<file path="config.mk">
export PLATFORM = sky130hd
export DESIGN_NAME = cond_gate
export DESIGN_NICKNAME = d
export VERILOG_FILES = /design/src/rtl/cond_pkg.sv /design/src/rtl/cond_field_pick.sv /design/src/rtl/cond_eval.sv /design/src/rtl/cond_gate.sv
export SDC_FILE = /design/constraint.sdc
export NUM_CORES = 1
export LEC_CHECK = 0
export ABC_AREA = 0
export ABC_CLOCK_PERIOD_IN_PS = 1000
export BUFFER_PORTS_ARGS = -buffer_cell sky130_fd_sc_hd__buf_2
export CAP_MARGIN = 20
export CORE_MARGIN = 5
export CORE_UTILIZATION = 46
export CTS_BUF_LIST = sky130_fd_sc_hd__clkbuf_16
export DETAILED_ROUTE_END_ITERATION = 8
export PLACE_DENSITY = 0.88
export REMOVE_ABC_BUFFERS = 1
export SYNTH_ARGS = -nofsm -noshare
export SYNTH_HDL_FRONTEND = slang
export SYNTH_SLANG_ARGS = --single-unit
</file>
<file path="constraint.sdc">
create_clock -name clk -period 1 [get_ports clk]
set_input_delay 0.1 -clock clk [delete_from_list [all_inputs] [get_ports clk]]
set_output_delay 0.1 -clock clk [all_outputs]
set_load 0.005 [all_outputs]
</file>
<file path="src/rtl/cond_pkg.sv">
package cond_pkg;

    localparam int COND_W = 4;

    // position of each flag inside the 4-bit flag vector
    localparam int FLAG_N = 3;
    localparam int FLAG_Z = 2;
    localparam int FLAG_C = 1;
    localparam int FLAG_V = 0;

    // 16-bit conditional branch: selector nibble and field position
    localparam logic [3:0] HALF_BRANCH_SEL = 4'hD;
    localparam int HALF_SEL_LSB  = 12;
    localparam int HALF_COND_LSB = 8;

    // instruction sizes in bytes
    localparam int FULL_STEP = 4;
    localparam int HALF_STEP = 2;

    // first code that is unconditional
    localparam logic [COND_W-1:0] COND_ALWAYS_MIN = 4'hE;

    typedef struct packed {
        logic         valid;
        logic         pass;
        logic         is_cond;
        logic [63:0]  seq_pc;   // upper bits unused when PC_W < 64
    } unused_probe_t;

endpackage

</file>
<file path="src/rtl/cond_field_pick.sv">
module cond_field_pick
    import cond_pkg::*;
#(
    parameter int INSN_W = 32
) (
    input  logic              half_mode_i,
    input  logic [INSN_W-1:0] insn_i,
    output logic [COND_W-1:0] code_o,
    output logic              tested_o
);
    localparam int FULL_COND_LSB = INSN_W - COND_W;

    logic [COND_W-1:0] full_code;
    logic [COND_W-1:0] half_code;
    logic [3:0]        half_sel;
    logic              unused_bits;

    assign full_code = insn_i[FULL_COND_LSB +: COND_W];
    assign half_code = insn_i[HALF_COND_LSB +: COND_W];
    assign half_sel  = insn_i[HALF_SEL_LSB +: 4];

    // bits outside both fields play no part in the decision
    assign unused_bits = ^{insn_i[FULL_COND_LSB-1:HALF_SEL_LSB+4],
                           insn_i[HALF_COND_LSB-1:0]};

    always_comb begin
        if (half_mode_i) begin
            code_o   = half_code;
            tested_o = (half_sel == HALF_BRANCH_SEL);
        end else begin
            code_o   = full_code;
            tested_o = 1'b1;
        end
    end

endmodule

</file>
<file path="src/rtl/cond_eval.sv">
module cond_eval
    import cond_pkg::*;
(
    input  logic [COND_W-1:0] code_i,
    input  logic [3:0]        flags_i,
    output logic              pass_o
);
    logic n_f, z_f, c_f, v_f;
    logic base;

    assign n_f = flags_i[FLAG_N];
    assign z_f = flags_i[FLAG_Z];
    assign c_f = flags_i[FLAG_C];
    assign v_f = flags_i[FLAG_V];

    // codes come in pairs: the odd member is the complement of the even one
    always_comb begin
        unique case (code_i[3:1])
            3'd0: base = z_f;
            3'd1: base = c_f;
            3'd2: base = n_f;
            3'd3: base = v_f;
            3'd4: base = c_f & ~z_f;
            3'd5: base = ~(n_f ^ v_f);
            3'd6: base = ~z_f & ~(n_f ^ v_f);
            default: base = 1'b1;
        endcase
    end

    assign pass_o = (code_i[3:1] == 3'd7) ? 1'b1 : (base ^ code_i[0]);

endmodule

</file>
<file path="src/rtl/cond_gate.sv">
module cond_gate
    import cond_pkg::*;
#(
    parameter int INSN_W = 32,
    parameter int PC_W   = 32
) (
    input  logic              clk,
    input  logic              rst_n,
    input  logic              valid_i,
    input  logic              half_mode_i,
    input  logic [3:0]        flags_i,
    input  logic [INSN_W-1:0] insn_i,
    input  logic [PC_W-1:0]   pc_i,
    output logic              res_valid_o,
    output logic              pass_o,
    output logic              is_cond_o,
    output logic [PC_W-1:0]   seq_pc_o
);
    localparam logic [PC_W-1:0] FULL_INC = PC_W'(FULL_STEP);
    localparam logic [PC_W-1:0] HALF_INC = PC_W'(HALF_STEP);

    typedef struct packed {
        logic            valid;
        logic            pass;
        logic            is_cond;
        logic [PC_W-1:0] seq_pc;
    } res_t;

    res_t state_d, state_q;

    logic [COND_W-1:0] code;
    logic              tested;
    logic              eval_pass;

    cond_field_pick #(.INSN_W(INSN_W)) u_pick (
        .half_mode_i (half_mode_i),
        .insn_i      (insn_i),
        .code_o      (code),
        .tested_o    (tested)
    );

    cond_eval u_eval (
        .code_i  (code),
        .flags_i (flags_i),
        .pass_o  (eval_pass)
    );

    always_comb begin
        state_d       = state_q;
        state_d.valid = valid_i;
        if (valid_i) begin
            state_d.pass    = tested ? eval_pass : 1'b1;
            state_d.is_cond = tested && (code < COND_ALWAYS_MIN);
            state_d.seq_pc  = pc_i + (half_mode_i ? HALF_INC : FULL_INC);
        end
    end

    always_ff @(posedge clk or negedge rst_n) begin
        if (!rst_n) begin
            state_q <= '0;
        end else begin
            state_q <= state_d;
        end
    end

    assign res_valid_o = state_q.valid;
    assign pass_o      = state_q.pass;
    assign is_cond_o   = state_q.is_cond;
    assign seq_pc_o    = state_q.seq_pc;

endmodule


</file>
* Word level (Yosys, flattened, before mapping)
Index checks and enable logic that the tools add are counted.
** Operators by class
- Equality and inequality tests :: 8
- Magnitude comparators :: 1
- Bitwise logic cells :: 6
- Add/sub/neg operators :: 1
- Reduce and logical (&&, ||, !) cells :: 2
- Multiplexer cells :: 6
** Operator list (number)
- adder 32 x 3 -> 32 bit :: 1
- equality test 3 bit, second input constant :: 4
- case mux 1 bit (7 select lines) :: 1
- equality test 3 x 2 -> 1 bit, second input constant :: 2
- equality test 4 bit, second input constant :: 1
- less-than comparator 4 bit, second input constant :: 1
- 2-to-1 mux 4 bit :: 1
- equality test 3 x 1 -> 1 bit, second input constant :: 1
- zero test 3 bit :: 1
- 2-to-1 mux 1 bit :: 3
- 2-to-1 mux 3 bit :: 1
- AND 1 bit :: 2
- NOT 1 bit :: 2
- XOR 1 bit :: 2
- logical AND 1 bit :: 1
** Word-level totals
- Bits in registers :: 35

* Depth between registers and ports, before layout
- Depth after elaboration :: 7
- Gate-level depth with buffers :: 8
- Depth with buffers taken out :: 7

* Hierarchy
A second synthesis with hierarchy kept.
** Second synthesis, totals
- Cell total of the unflattened synthesis :: 242
- Area, all modules :: 2142.1 um2
** Modules (own cells, without submodules)
- cond_gate :: cells each 216, area an instance 1943.1 um2, instances 1
- cond_eval :: cells each 20, area an instance 141.4 um2, instances 1
- cond_field_pick :: cells each 6, area an instance 57.6 um2, instances 1

* Worst setup path after synthesis
OpenSTA, ideal clock, no wires.
- Kind :: input-to-reg
- Start :: in half_mode_i
- End :: reg state_q (netlist bit seq_pc_o[19])
- Setup slack :: -0.704 ns
- Arrival :: 1.567 ns
- Stages :: 8
- Path buffers :: 1
- Data required time :: 0.863 ns
- Setup time :: 0.137 ns
- Cell sequence :: buf_2 inv_1 fa_1 and4_1 nand4_1 nor3_1 xnor2_1 a21oi_1
** On the way
- Word-level cells in the longest chain between the ends :: 2
** RTL lines
- from (decl) :: RTL line cond_gate.sv:10 : input logic half_mode_i,
- 2-to-1 mux 3 bit :: RTL line cond_gate.sv:54 : state_d.seq_pc = pc_i + (half_mode_i ? HALF_INC : FULL_INC);
- adder 32 x 3 -> 32 bit :: RTL line cond_gate.sv:54
- to (signal assigned) :: RTL line cond_gate.sv:62 : state_q <= state_d;
- to (decl) :: RTL line cond_gate.sv:29 : res_t state_d, state_q;
Every way passes these cells.
A chain may end at the register's enable or synchronous reset.

* Worst setup path after layout
- Start :: in half_mode_i
- End :: reg state_q (netlist bit seq_pc_o[21])
The elaborated chain is that of the path after synthesis.

==> results.yml <==
cts:
  root_buffer: "clkbuf_16"
  htree_levels: 2
  cts_buffers: 5
  tritoncts: "done"
  cts_sinks: 35
  clkTransAtPathRegs_ps: 50
  clkLatencyLatePin_ps: 270
  cts_buffer_depth: 2
routing:
  drtIter0Drc: 152
  ant_nets: 0
  finalWirelength_mm: 7.20
  wl_per_cell_um: 17.1
  drt-vias-per-instance: 5.50
  drc: 0
  drt-pass1-iter-count: 4
  num_vias: 2315
global_route:
  grt_pass1_vias: 2322
  grt_antenna_before_repair: 0
  track_usage: 0.222
  grt_max_degree: 44
  grt_pass1_wl_mm: 10.7
  gr-total-overflow: 0
timing:
  fin_crit_ps: 1380
  rsz0062_at_grt: "yes"
  worst_hold_slack_ps: 60.7
  setup_viol: 30
  slew_headroom: 0.715
  clock.fmax_mhz: 726
  fin_worst_skew_ps: 0
  worst_pin_slew_ps: 428
  setup_slack_ps: -377
  hold_viol: 0
  fin_crit_sh: 1.38
  maxSlewViolCount: 0
outcome:
  violations: "setup timing"
  outcome: "complete, but fails checks"
floorplan:
  dieArea_um2: 6150
  initial_core_util: 0.484
  num_rows: 24
  ios: 107
  die_width_um: 78.4
  die_height_um: 78.4
  core_area_um2: 4440
logic_synthesis:
  syn_area_per_cell_um2: 9.40
  synth_seq_cells: 35
  synth_top_area_share: 0.407
  ys.flop_type: "dfrtp_1"
  syn_inst: 229
  async_flop_share: 1.00
  synth_edf_count: 0
  syn_area_um2: 2150
  yosys_warnings: 0
  yosysTopAreaCell: "dfrtp_1"
  synth_cell_types: 45
  ys_seq_area_frac: 0.407
  synth_area_leaders: "dfrtp_1, xnor2_1, a21oi_1"
placed_design:
  pre_cts_ws_ps: -818
  io_buffers: 86
  gp_congestion: 0.916
  dp_hpwl_mm: 4.56
cells_and_area:
  nets: 445
  drive_above_1_share: 0.550
  fillers: 289
  diodes: 0
  area_growth_pct: 62.7
  final_util: 0.788
setup_path:
  cp_top_family: "adder cells"
  crit_cells: 9
  required_ps: 1150
  cp_slowest_cell: "fa_2"
  ff2ff_setup_slack_ps: 230
  r2r_cells: 1
  critical_path.cell_chain: "buf_12 -> ha_4 -> fa_2 -> and4_4 -> nand4_1 -> buf_6 -> nor3_4 -> xnor2_1 -> a21oi_1"
  cp-start-kind: "primary input"
  crit_type: "primary input to flop"
  worstPathArrival_ps: 1530
  slowest_delay_ps: 340
  crit_path_max_fanout: 5
  path_buf_inv: 2
  end_kind: "flop"
hold_path:
  min_path_cells: 2
  hold_path_class: "primary input to flop"
flow_run:
  maxCapViolCount: 0
power_and_ir_drop:
  leakagePower_nw: 1.64
  ir_drop_uv: 768
  power_density_nw_per_um2: 1170
-- synth_stat cells (2+ instances only) --
library cell	n
nand3_1	5
nor2_1	35
mux2_2	4
nand2_1	12
nand2b_1	2
a21oi_1	30
and3_2	4
nor2b_1	2
inv_1	8
nand4_1	4
clkbuf_8	2
nand4_2	2
and3_1	3
nor3_1	7
dfrtp_1	35
mux2i_1	3
a31oi_1	2
nor3_2	6
o21ai_0	4
xor2_1	8
xnor2_1	22
buf_6	2
clkbuf_1	4
ha_1	2
-- through the flow --
stage	area (µm²)	std cells	TNS (ps)	power [mW]
floorplan	2070	219	-11340	1.95
global placement	2930	401	-18020	2.48
detailed placement	2930	401	-19270	2.52
CTS	3290	415	-6220	4.03
global route	3500	421	-8680	4.32
finish	3500	421	-7250	4.11
-- cells in the final DEF (no fill, tap or decap), drive strengths merged, types with 2 or more instances in the layout --
cell type  instances
xor2               8
nand2b             2
a21oi             30
a31oi              2
or4                3
dfrtp             35
ha                 2
clkbuf             6
nor3              13
nand2             12
xnor2             22
inv                9
nand3              7
mux2i              3
and3               7
mux2               5
nor2              35
nand4              6
buf              141
nor2b              2
o21ai              4
-- sequential cells by signal, indices dropped and copies added (netlist names) --
signal,flops
seq_pc_o,32
is_cond_o,1
pass_o,1
res_valid_o,1
-- cells by family (layout without fill, tap and decap cells) --
family,Yosys count,count (layout),share of synthesized area
AND/OR/NAND/NOR,92,93,0.247
multiplexers,8,8,0.0401
adder cells (fa/ha/maj),3,3,0.0209
flip-flops,35,35,0.407
XOR/XNOR,30,30,0.122
AO/OA/AOI/OAI,43,43,0.113
buffers and inverters,18,157,0.0500
-- metal layers --
| layer | vias up | wire [µm] | share of wire | GRT usage |
|---|---|---|---|---|
| li1 | 1083 | - | - | - |
| met1 | 1102 | 2820 | 0.39 | 0.258 |
| met2 | 106 | 3670 | 0.51 | 0.390 |
| met3 | 24 | 448 | 0.062 | 0.0492 |
| met4 | 0 | 256 | 0.036 | 0.103 |
| met5 | - | 0 | 0 | 0 |
-- path summary, 6_finish.rpt --
| path | from | to |
|---|---|---|
| setup / recovery | half_mode_i | seq_pc_o[21]$_DFFE_PN0P_ |
| hold / removal | pc_i[0] | seq_pc_o[0]$_DFFE_PN0P_ |
| setup reg to reg | seq_pc_o[2]$_DFFE_PN0P_ | seq_pc_o[2]$_DFFE_PN0P_ |
| hold reg to reg | seq_pc_o[1]$_DFFE_PN0P_ | seq_pc_o[1]$_DFFE_PN0P_ |
| max in group asynchronous | rst_n | seq_pc_o[14]$_DFFE_PN0P_ |
| min in group asynchronous | rst_n | seq_pc_o[27]$_DFFE_PN0P_ |
-- layout make-up --
type | count | area (µm²) | area share
clock buffers | 5 | 125 | 0.0357
inverters | 8 | 32.5 | 0.00929
flip-flops and latches | 35 | 876 | 0.250
repair buffers | 143 | 955 | 0.273
clock inverters | 1 | 3.75 | 0.00107
multi-input cells | 177 | 1440 | 0.412
well taps | 52 | 65.1 | 0.0186
-- repair_timing --
| action | CTS | global route |
|---|---|---|
| gates cloned | 1 | 1 |
| hold buffers | 1 | 0 |
| buffers inserted | 6 | 6 |
| pin swaps | 23 | 33 |
| gates resized for setup | 38 | 28 |
| endpoints found under the setup margin | 31 | 30 |
| endpoints found under the hold margin | 35 | 0 |
-- power breakdown --
| part | leakage (nW) | switching (mW) | internal, mW | total [mW] |
|---|---|---|---|---|
| sequential | 0.392 | 0.0770 | 1.56 | 1.64 |
| combinational | 1.18 | 0.507 | 0.530 | 1.04 |
| clock | 0.0669 | 0.550 | 0.885 | 1.44 |
Power figures use the tool's default switching activity.
